[src/rtl/irq_pkg.sv]
package irq_pkg;
  // Command byte fields written at port address 0
  localparam int CMD_EOI_BIT     = 5;
  localparam int CMD_SEL_WE_BIT  = 3;
  localparam int CMD_SEL_VAL_BIT = 0;

  localparam logic ADDR_CMD  = 1'b0;
  localparam logic ADDR_MASK = 1'b1;

  typedef enum logic {
    RDSEL_PEND = 1'b0,
    RDSEL_SVC  = 1'b1
  } rdsel_e;
endpackage

[src/rtl/irq_edge_latch.sv]
module irq_edge_latch #(
  parameter int NUM_LVL = 8
) (
  input  logic               clk,
  input  logic               rst_n,
  input  logic [NUM_LVL-1:0] req_i,
  input  logic [NUM_LVL-1:0] clr_i,
  output logic [NUM_LVL-1:0] pend_o
);
  logic [NUM_LVL-1:0] prev_q, prev_d;
  logic [NUM_LVL-1:0] pend_q, pend_d;
  logic [NUM_LVL-1:0] rise;

  always_comb begin
    rise   = req_i & ~prev_q;
    prev_d = req_i;
    // a fresh edge wins over a same-cycle clear
    pend_d = (pend_q & ~clr_i) | rise;
  end

  always_ff @(posedge clk or negedge rst_n) begin
    if (!rst_n) begin
      prev_q <= '0;
      pend_q <= '0;
    end else begin
      prev_q <= prev_d;
      pend_q <= pend_d;
    end
  end

  assign pend_o = pend_q;


  new_bit_needs_input_chk: assert property (@(posedge clk) disable iff (!rst_n)
    ((pend_q & ~$past(pend_q)) & ~$past(req_i)) == '0);
endmodule

[src/rtl/irq_prio_pick.sv]
module irq_prio_pick #(
  parameter int NUM_LVL = 8,
  localparam int IDX_W  = (NUM_LVL > 1) ? $clog2(NUM_LVL) : 1
) (
  input  logic [NUM_LVL-1:0] req_i,
  output logic               valid_o,
  output logic [IDX_W-1:0]   idx_o,
  output logic [NUM_LVL-1:0] onehot_o
);
  always_comb begin
    valid_o  = 1'b0;
    idx_o    = '0;
    onehot_o = '0;
    // walk from the lowest priority upward so level 0 wins last
    for (int i = NUM_LVL - 1; i >= 0; i--) begin
      if (req_i[i]) begin
        valid_o  = 1'b1;
        idx_o    = IDX_W'(i);
        onehot_o = NUM_LVL'(1) << i;
      end
    end
  end
endmodule

[src/rtl/irq_host_port.sv]
module irq_host_port
  import irq_pkg::*;
#(
  parameter int NUM_LVL = 8
) (
  input  logic               clk,
  input  logic               rst_n,
  input  logic               cs_n_i,
  input  logic               rd_n_i,
  input  logic               wr_n_i,
  input  logic               addr_i,
  input  logic [NUM_LVL-1:0] wdata_i,
  input  logic [NUM_LVL-1:0] pend_i,
  input  logic [NUM_LVL-1:0] svc_i,
  output logic [NUM_LVL-1:0] mask_o,
  output logic               eoi_o,
  output logic [NUM_LVL-1:0] rdata_o
);
  logic               wr_act, rd_act, mask_we, cmd_we, sel_we;
  logic [NUM_LVL-1:0] mask_q, mask_d;
  rdsel_e             sel_q, sel_d;

  always_comb begin
    wr_act  = !cs_n_i && !wr_n_i;
    rd_act  = !cs_n_i && !rd_n_i;
    mask_we = wr_act && (addr_i == ADDR_MASK);
    cmd_we  = wr_act && (addr_i == ADDR_CMD);
    eoi_o   = cmd_we && wdata_i[CMD_EOI_BIT];
    sel_we  = cmd_we && wdata_i[CMD_SEL_WE_BIT];
    mask_d  = mask_we ? wdata_i : mask_q;
    sel_d   = sel_we ? rdsel_e'(wdata_i[CMD_SEL_VAL_BIT]) : sel_q;
  end

  always_comb begin
    rdata_o = '0;
    if (rd_act) begin
      if (addr_i == ADDR_MASK)   rdata_o = mask_q;
      else if (sel_q == RDSEL_SVC) rdata_o = svc_i;
      else                       rdata_o = pend_i;
    end
  end

  always_ff @(posedge clk or negedge rst_n) begin
    if (!rst_n) begin
      mask_q <= '0;
      sel_q  <= RDSEL_PEND;
    end else begin
      mask_q <= mask_d;
      sel_q  <= sel_d;
    end
  end

  assign mask_o = mask_q;


  mask_write_chk: assert property (@(posedge clk) disable iff (!rst_n)
    (!cs_n_i && !wr_n_i && addr_i == ADDR_MASK) |=> (mask_o == $past(wdata_i)));


  mask_hold_chk: assert property (@(posedge clk) disable iff (!rst_n)
    cs_n_i |=> $stable(mask_o));


  rdata_idle_chk: assert property (@(posedge clk) disable iff (!rst_n)
    (cs_n_i || rd_n_i) |-> (rdata_o == '0));
endmodule

[src/rtl/irq_prio_core.sv]
module irq_prio_core #(
  parameter int NUM_LVL = 8,
  localparam int IDX_W  = (NUM_LVL > 1) ? $clog2(NUM_LVL) : 1
) (
  input  logic               clk,
  input  logic               rst_n,
  input  logic [NUM_LVL-1:0] irq_req_i,
  input  logic               ack_i,
  input  logic               cs_n_i,
  input  logic               rd_n_i,
  input  logic               wr_n_i,
  input  logic               addr_i,
  input  logic [NUM_LVL-1:0] wdata_i,
  output logic [NUM_LVL-1:0] rdata_o,
  output logic               int_o
);
  logic [NUM_LVL-1:0] pend, mask, cand;
  logic [NUM_LVL-1:0] svc_q, svc_d;
  logic [NUM_LVL-1:0] p_onehot, s_onehot, take, drop, at_or_above;
  logic [IDX_W-1:0]   p_idx, s_idx;
  logic               p_valid, s_valid, eoi, int_c, ack_go;

  irq_edge_latch #(.NUM_LVL(NUM_LVL)) u_latch (
    .clk    (clk),
    .rst_n  (rst_n),
    .req_i  (irq_req_i),
    .clr_i  (take),
    .pend_o (pend)
  );

  assign cand = pend & ~mask;

  irq_prio_pick #(.NUM_LVL(NUM_LVL)) u_pick_pend (
    .req_i    (cand),
    .valid_o  (p_valid),
    .idx_o    (p_idx),
    .onehot_o (p_onehot)
  );

  irq_prio_pick #(.NUM_LVL(NUM_LVL)) u_pick_svc (
    .req_i    (svc_q),
    .valid_o  (s_valid),
    .idx_o    (s_idx),
    .onehot_o (s_onehot)
  );

  irq_host_port #(.NUM_LVL(NUM_LVL)) u_port (
    .clk     (clk),
    .rst_n   (rst_n),
    .cs_n_i  (cs_n_i),
    .rd_n_i  (rd_n_i),
    .wr_n_i  (wr_n_i),
    .addr_i  (addr_i),
    .wdata_i (wdata_i),
    .pend_i  (pend),
    .svc_i   (svc_q),
    .mask_o  (mask),
    .eoi_o   (eoi),
    .rdata_o (rdata_o)
  );

  always_comb begin
    int_c  = p_valid && (!s_valid || (p_idx < s_idx));
    ack_go = ack_i && int_c;
    take   = ack_go ? p_onehot : '0;
    drop   = eoi ? s_onehot : '0;
    svc_d  = (svc_q & ~drop) | take;
  end

  always_ff @(posedge clk or negedge rst_n) begin
    if (!rst_n) svc_q <= '0;
    else        svc_q <= svc_d;
  end

  assign int_o = int_c;

  // levels 0..winner, used to check the strict-priority rule
  assign at_or_above = {p_onehot[NUM_LVL-2:0], 1'b0} - {{(NUM_LVL-1){1'b0}}, 1'b1};


  int_needs_unmasked_chk: assert property (@(posedge clk) disable iff (!rst_n)
    int_o |-> ((pend & ~mask) != '0));


  int_strict_prio_chk: assert property (@(posedge clk) disable iff (!rst_n)
    int_o |-> ((svc_q & at_or_above) == '0));


  ack_enters_svc_chk: assert property (@(posedge clk) disable iff (!rst_n)
    (ack_i && int_o) |=> ((svc_q & $past(p_onehot)) != '0));


  ack_idle_chk: assert property (@(posedge clk) disable iff (!rst_n)
    (ack_i && !int_o && !eoi) |=> (svc_q == $past(svc_q)));


  eoi_one_bit_chk: assert property (@(posedge clk) disable iff (!rst_n)
    (eoi && !ack_i && (svc_q != '0)) |=>
      ($countones(svc_q) + 1 == $countones($past(svc_q))));
endmodule

[config.mk]
export PLATFORM = sky130hd
export DESIGN_NAME = irq_prio_core
export DESIGN_NICKNAME = d
export VERILOG_FILES = /design/src/rtl/irq_pkg.sv /design/src/rtl/irq_edge_latch.sv /design/src/rtl/irq_prio_pick.sv /design/src/rtl/irq_host_port.sv /design/src/rtl/irq_prio_core.sv
export SDC_FILE = /design/constraint.sdc
export NUM_CORES = 1
export LEC_CHECK = 0
export BUFFER_PORTS_ARGS = -buffer_cell sky130_fd_sc_hd__clkbuf_2
export CAP_MARGIN = 10
export CORE_ASPECT_RATIO = 0.7
export CORE_MARGIN = 2
export CORE_UTILIZATION = 42
export DETAILED_ROUTE_END_ITERATION = 10
export GPL_ROUTABILITY_DRIVEN = 0
export SLEW_MARGIN = 20
export SYNTH_ARGS = -nofsm -noshare
export SYNTH_HDL_FRONTEND = slang
export SYNTH_SLANG_ARGS = --single-unit
[constraint.sdc]
create_clock -name clk -period 7.63 [get_ports clk]
set_clock_uncertainty 0.1 [all_clocks]
set_input_delay 0.3815 -clock clk [delete_from_list [all_inputs] [get_ports clk]]
set_output_delay 0.3815 -clock clk [all_outputs]
set_load 0.05 [all_outputs]
==> run_results.csv <==
group,metric,value,unit
outcome,status,"finished clean",
synthesis,yosysWarnings,0,
pwr,internal_power,393,uW
routing,vias_per_cell,5.56,
grt,antenna_found_initial,0,
setup_path,arrival,3.15,ns
sta,worst_pin_slew,0.837,ns
synthesis,synth.net_count,213,
pwr,sw_frac_of_total,44.3,%
pwr,p_switching,313,uW
synthesis,yosys.area_share.simple,25.8,%
setup_path,crit_buf_inv,1,
hold_path,hp-class,"input port to async pin",
synthesis,synth_compound_area_share,17.1,%
setup_path,cp_top_family,"compound AO/OA/AOI/OAI gates",
grt,track_usage,18.9,%
place,io_buffers,31,
synthesis,synthXorXnorAreaFrac,0,%
sta,fin_crit_sh,47.6,%
floorplan,initial_core_util,42.9,%
routing,post_drt_wl_per_cell,15.6,um
sta,tns,0,ns
synthesis,synth_seq_cells,33,
grt,grt_pass1_vias,1392,
routing,vias,1529,
pwr,p_per_area,335,nW/um^2
pwr,p_leak,0.878,nW
clock_tree,clk_pin_slew,0.06,ns
routing,drt-pass1-iter-count,4,
finish,layout_commonest_cell,"dfrtp_1",
sta,setup_viol,0,
floorplan,io_pins,32,
synthesis,synth-edff-count,0,
clock_tree,cts-root-buf,"clkbuf_8",
floorplan,die_h,59.3,um
pwr,pwr-share-clk,16.7,%
clock_tree,cts_tree,"done",
clock_tree,clk_path_buf_depth,2,
clock_tree,cts_hold_buffers,0,
place,dp_hpwl,3190,um
floorplan,fp.dieArea,4920,um^2
clock_tree,cts_setup_buffers,0,
setup_path,cp_slowest_cell,"a21oi_1",
clock_tree,htree_levels,2,
sta,fmax,276,MHz
finish,layout-drive-gt1-share,24.1,%
sta,rsz0062_at_grt,"false",
setup_path,end_kind,"primary output",
synthesis,synthAdderAreaFrac,1.36,%
clock_tree,cts_num_sinks,33,
floorplan,design.core.area,4280,um^2
synthesis,avgSynthCellArea,9.76,um^2
grt,grt_max_degree,34,
grt,grt_pass1_wl,7010,um
floorplan,die_x,83.0,um
setup_path,crit_fanout,7,
sta,drv_slew,0,
synthesis,synthTopCellsByArea,"dfrtp_1, nor2_1, nor2b_1",
floorplan,core.rowCount,20,
finish,fin_nets,246,
routing,dr.first_iter.drc_count,116,
clock_tree,post_cts_resized,0,
routing,drc_errors,0,
run,cap_violations,0,
clock_tree,insertion_delay,0.28,ns
finish,antenna_cells,0,
pwr,ir_drop,0.000211,V
synthesis,synth_top_area_share,45.0,%
finish,area_growth,14.8,%
clock_tree,numCtsBuffers,5,
setup_path,worst_ep_required_time,7.15,ns
synthesis,seq_area_frac_synth,45.0,%
setup_path,path_class,"register to primary output",
setup_path,crit_chain,"nor2b_1, nor3_1, nand2_1, a21oi_1, ha_1, o21ai_0, a21oi_2, a21boi_0, a211oi_1, clkbuf_2",
synthesis,syn-instance-count,188,
sta,hold_violations,0,
synthesis,async_flop_share,100,%
synthesis,yosys_most_used_dff,"dfrtp_1",
setup_path,cp_slowest_stage_delay,0.49,ns
sta,hold_ws,0.0934,ns
sta,slew_headroom,44.2,%
synthesis,netlist.top_cell.by_area,"dfrtp_1",
sta,finalCriticalPeriod,3.63,ns
grt,overflow,0,
synthesis,syn_area,1830,um^2
pwr,combPwrFrac,43.2,%
routing,wl,4290,um
setup_path,start_kind,"register",
synthesis,synth.area.mux_share,8.73,%
routing,ant_nets,0,
synthesis,synth_top_family_by_area,"simple AND/OR/NAND/NOR gates",
pwr,seq_power_share,40.1,%
synthesis,synth_cell_types,38,
finish,final_cell_mix,"dfrtp_1, nor2_1, clkbuf_2, nor2b_1, a21oi_1",
==> power groups by stage <==
stage	Sequential [mW]	Combinational, mW	Clock (mW)
floorplan	0.262	0.253	0
global placement	0.286	0.302	0
detailed placement	0.287	0.302	0
CTS	0.284	0.304	0.123
global route	0.291	0.334	0.132
finish	0.283	0.305	0.118
==> routing by layer <==
metal	vias up	track usage (%)	part of all wire, %
li1	747	-	-
met1	747	29.6	55
met2	30	24.4	39
met3	5	4.74	4.4
met4	0	7.03	1.1
met5	-	0	0
==> through the flow <==
stage / power, mW / instances / setup slack [ns] / utilization (%) / area (um^2)
after floorplan: 0.515 / 188 / 4.04 / - / 1830
after global placement: 0.588 / 269 / 4.24 / 47.5 / 2030
after detailed placement: 0.589 / 269 / 4.16 / 47.5 / 2030
after CTS: 0.711 / 275 / 4.02 / 49.2 / 2110
after global routing: 0.757 / 275 / 3.71 / 49.2 / 2110
final: 0.706 / 275 / 4.00 / 49.2 / 2110
==> Yosys cell counts (all sizes together), types with 3 or more instances <==
cell / count
mux2: 8
dfrtp: 33
o21ai: 4
nor2: 31
inv: 3
nor3: 9
a21oi: 13
a32o: 5
a211oi: 3
a31oi: 7
clkbuf: 3
nand3: 3
nand2: 10
mux2i: 7
nor2b: 17
nand2b: 7
==> cell families (layout without fill, tap and decap cells) <==
kind of cell,Yosys count,in the layout
AND/OR/NAND/NOR,87,87
AO/OA/AOI/OAI,43,43
flip-flops,33,33
multiplexers,15,15
buffers and inverters,8,40
adder cells (fa/ha/maj),2,2
==> layout make-up <==
type / count / area, um^2
Clock buffer: 5 / 68.8
Inverter: 3 / 11.3
Timing Repair Buffer: 31 / 155
Fill cell: 418 / 2170
Sequential cell: 33 / 826
Tap cell: 55 / 68.8
Clock inverter: 1 / 5.00
Multi-Input combinational cell: 147 / 971
==> registers in the layout, summed over array words and instances, names as in the netlist <==
register        count
u_latch.pend_o      8
svc_q               8
u_latch.prev_q      8
u_port.mask_o       8
u_port.sel_q        1
==> worst paths after layout <==
kind	end	start	cells past startpoint	slack, ns
worst min-delay path	u_port.mask_o[1]$_DFFE_PN0P_	rst_n	1	0.09
min in group clk	u_latch.prev_q[1]$_DFF_PN0_	irq_req_i[1]	1	0.11
worst max register to register	u_latch.pend_o[7]$_DFF_PN0_	u_latch.pend_o[0]$_DFF_PN0_	10	4.11
worst min register to register	u_latch.pend_o[0]$_DFF_PN0_	u_latch.prev_q[0]$_DFF_PN0_	3	0.44
worst max-delay path	int_o	u_latch.pend_o[0]$_DFF_PN0_	10	4.00
max in group asynchronous	u_latch.pend_o[2]$_DFF_PN0_	rst_n	1	6.80
No activity file was read; power rests on OpenSTA's default activity.
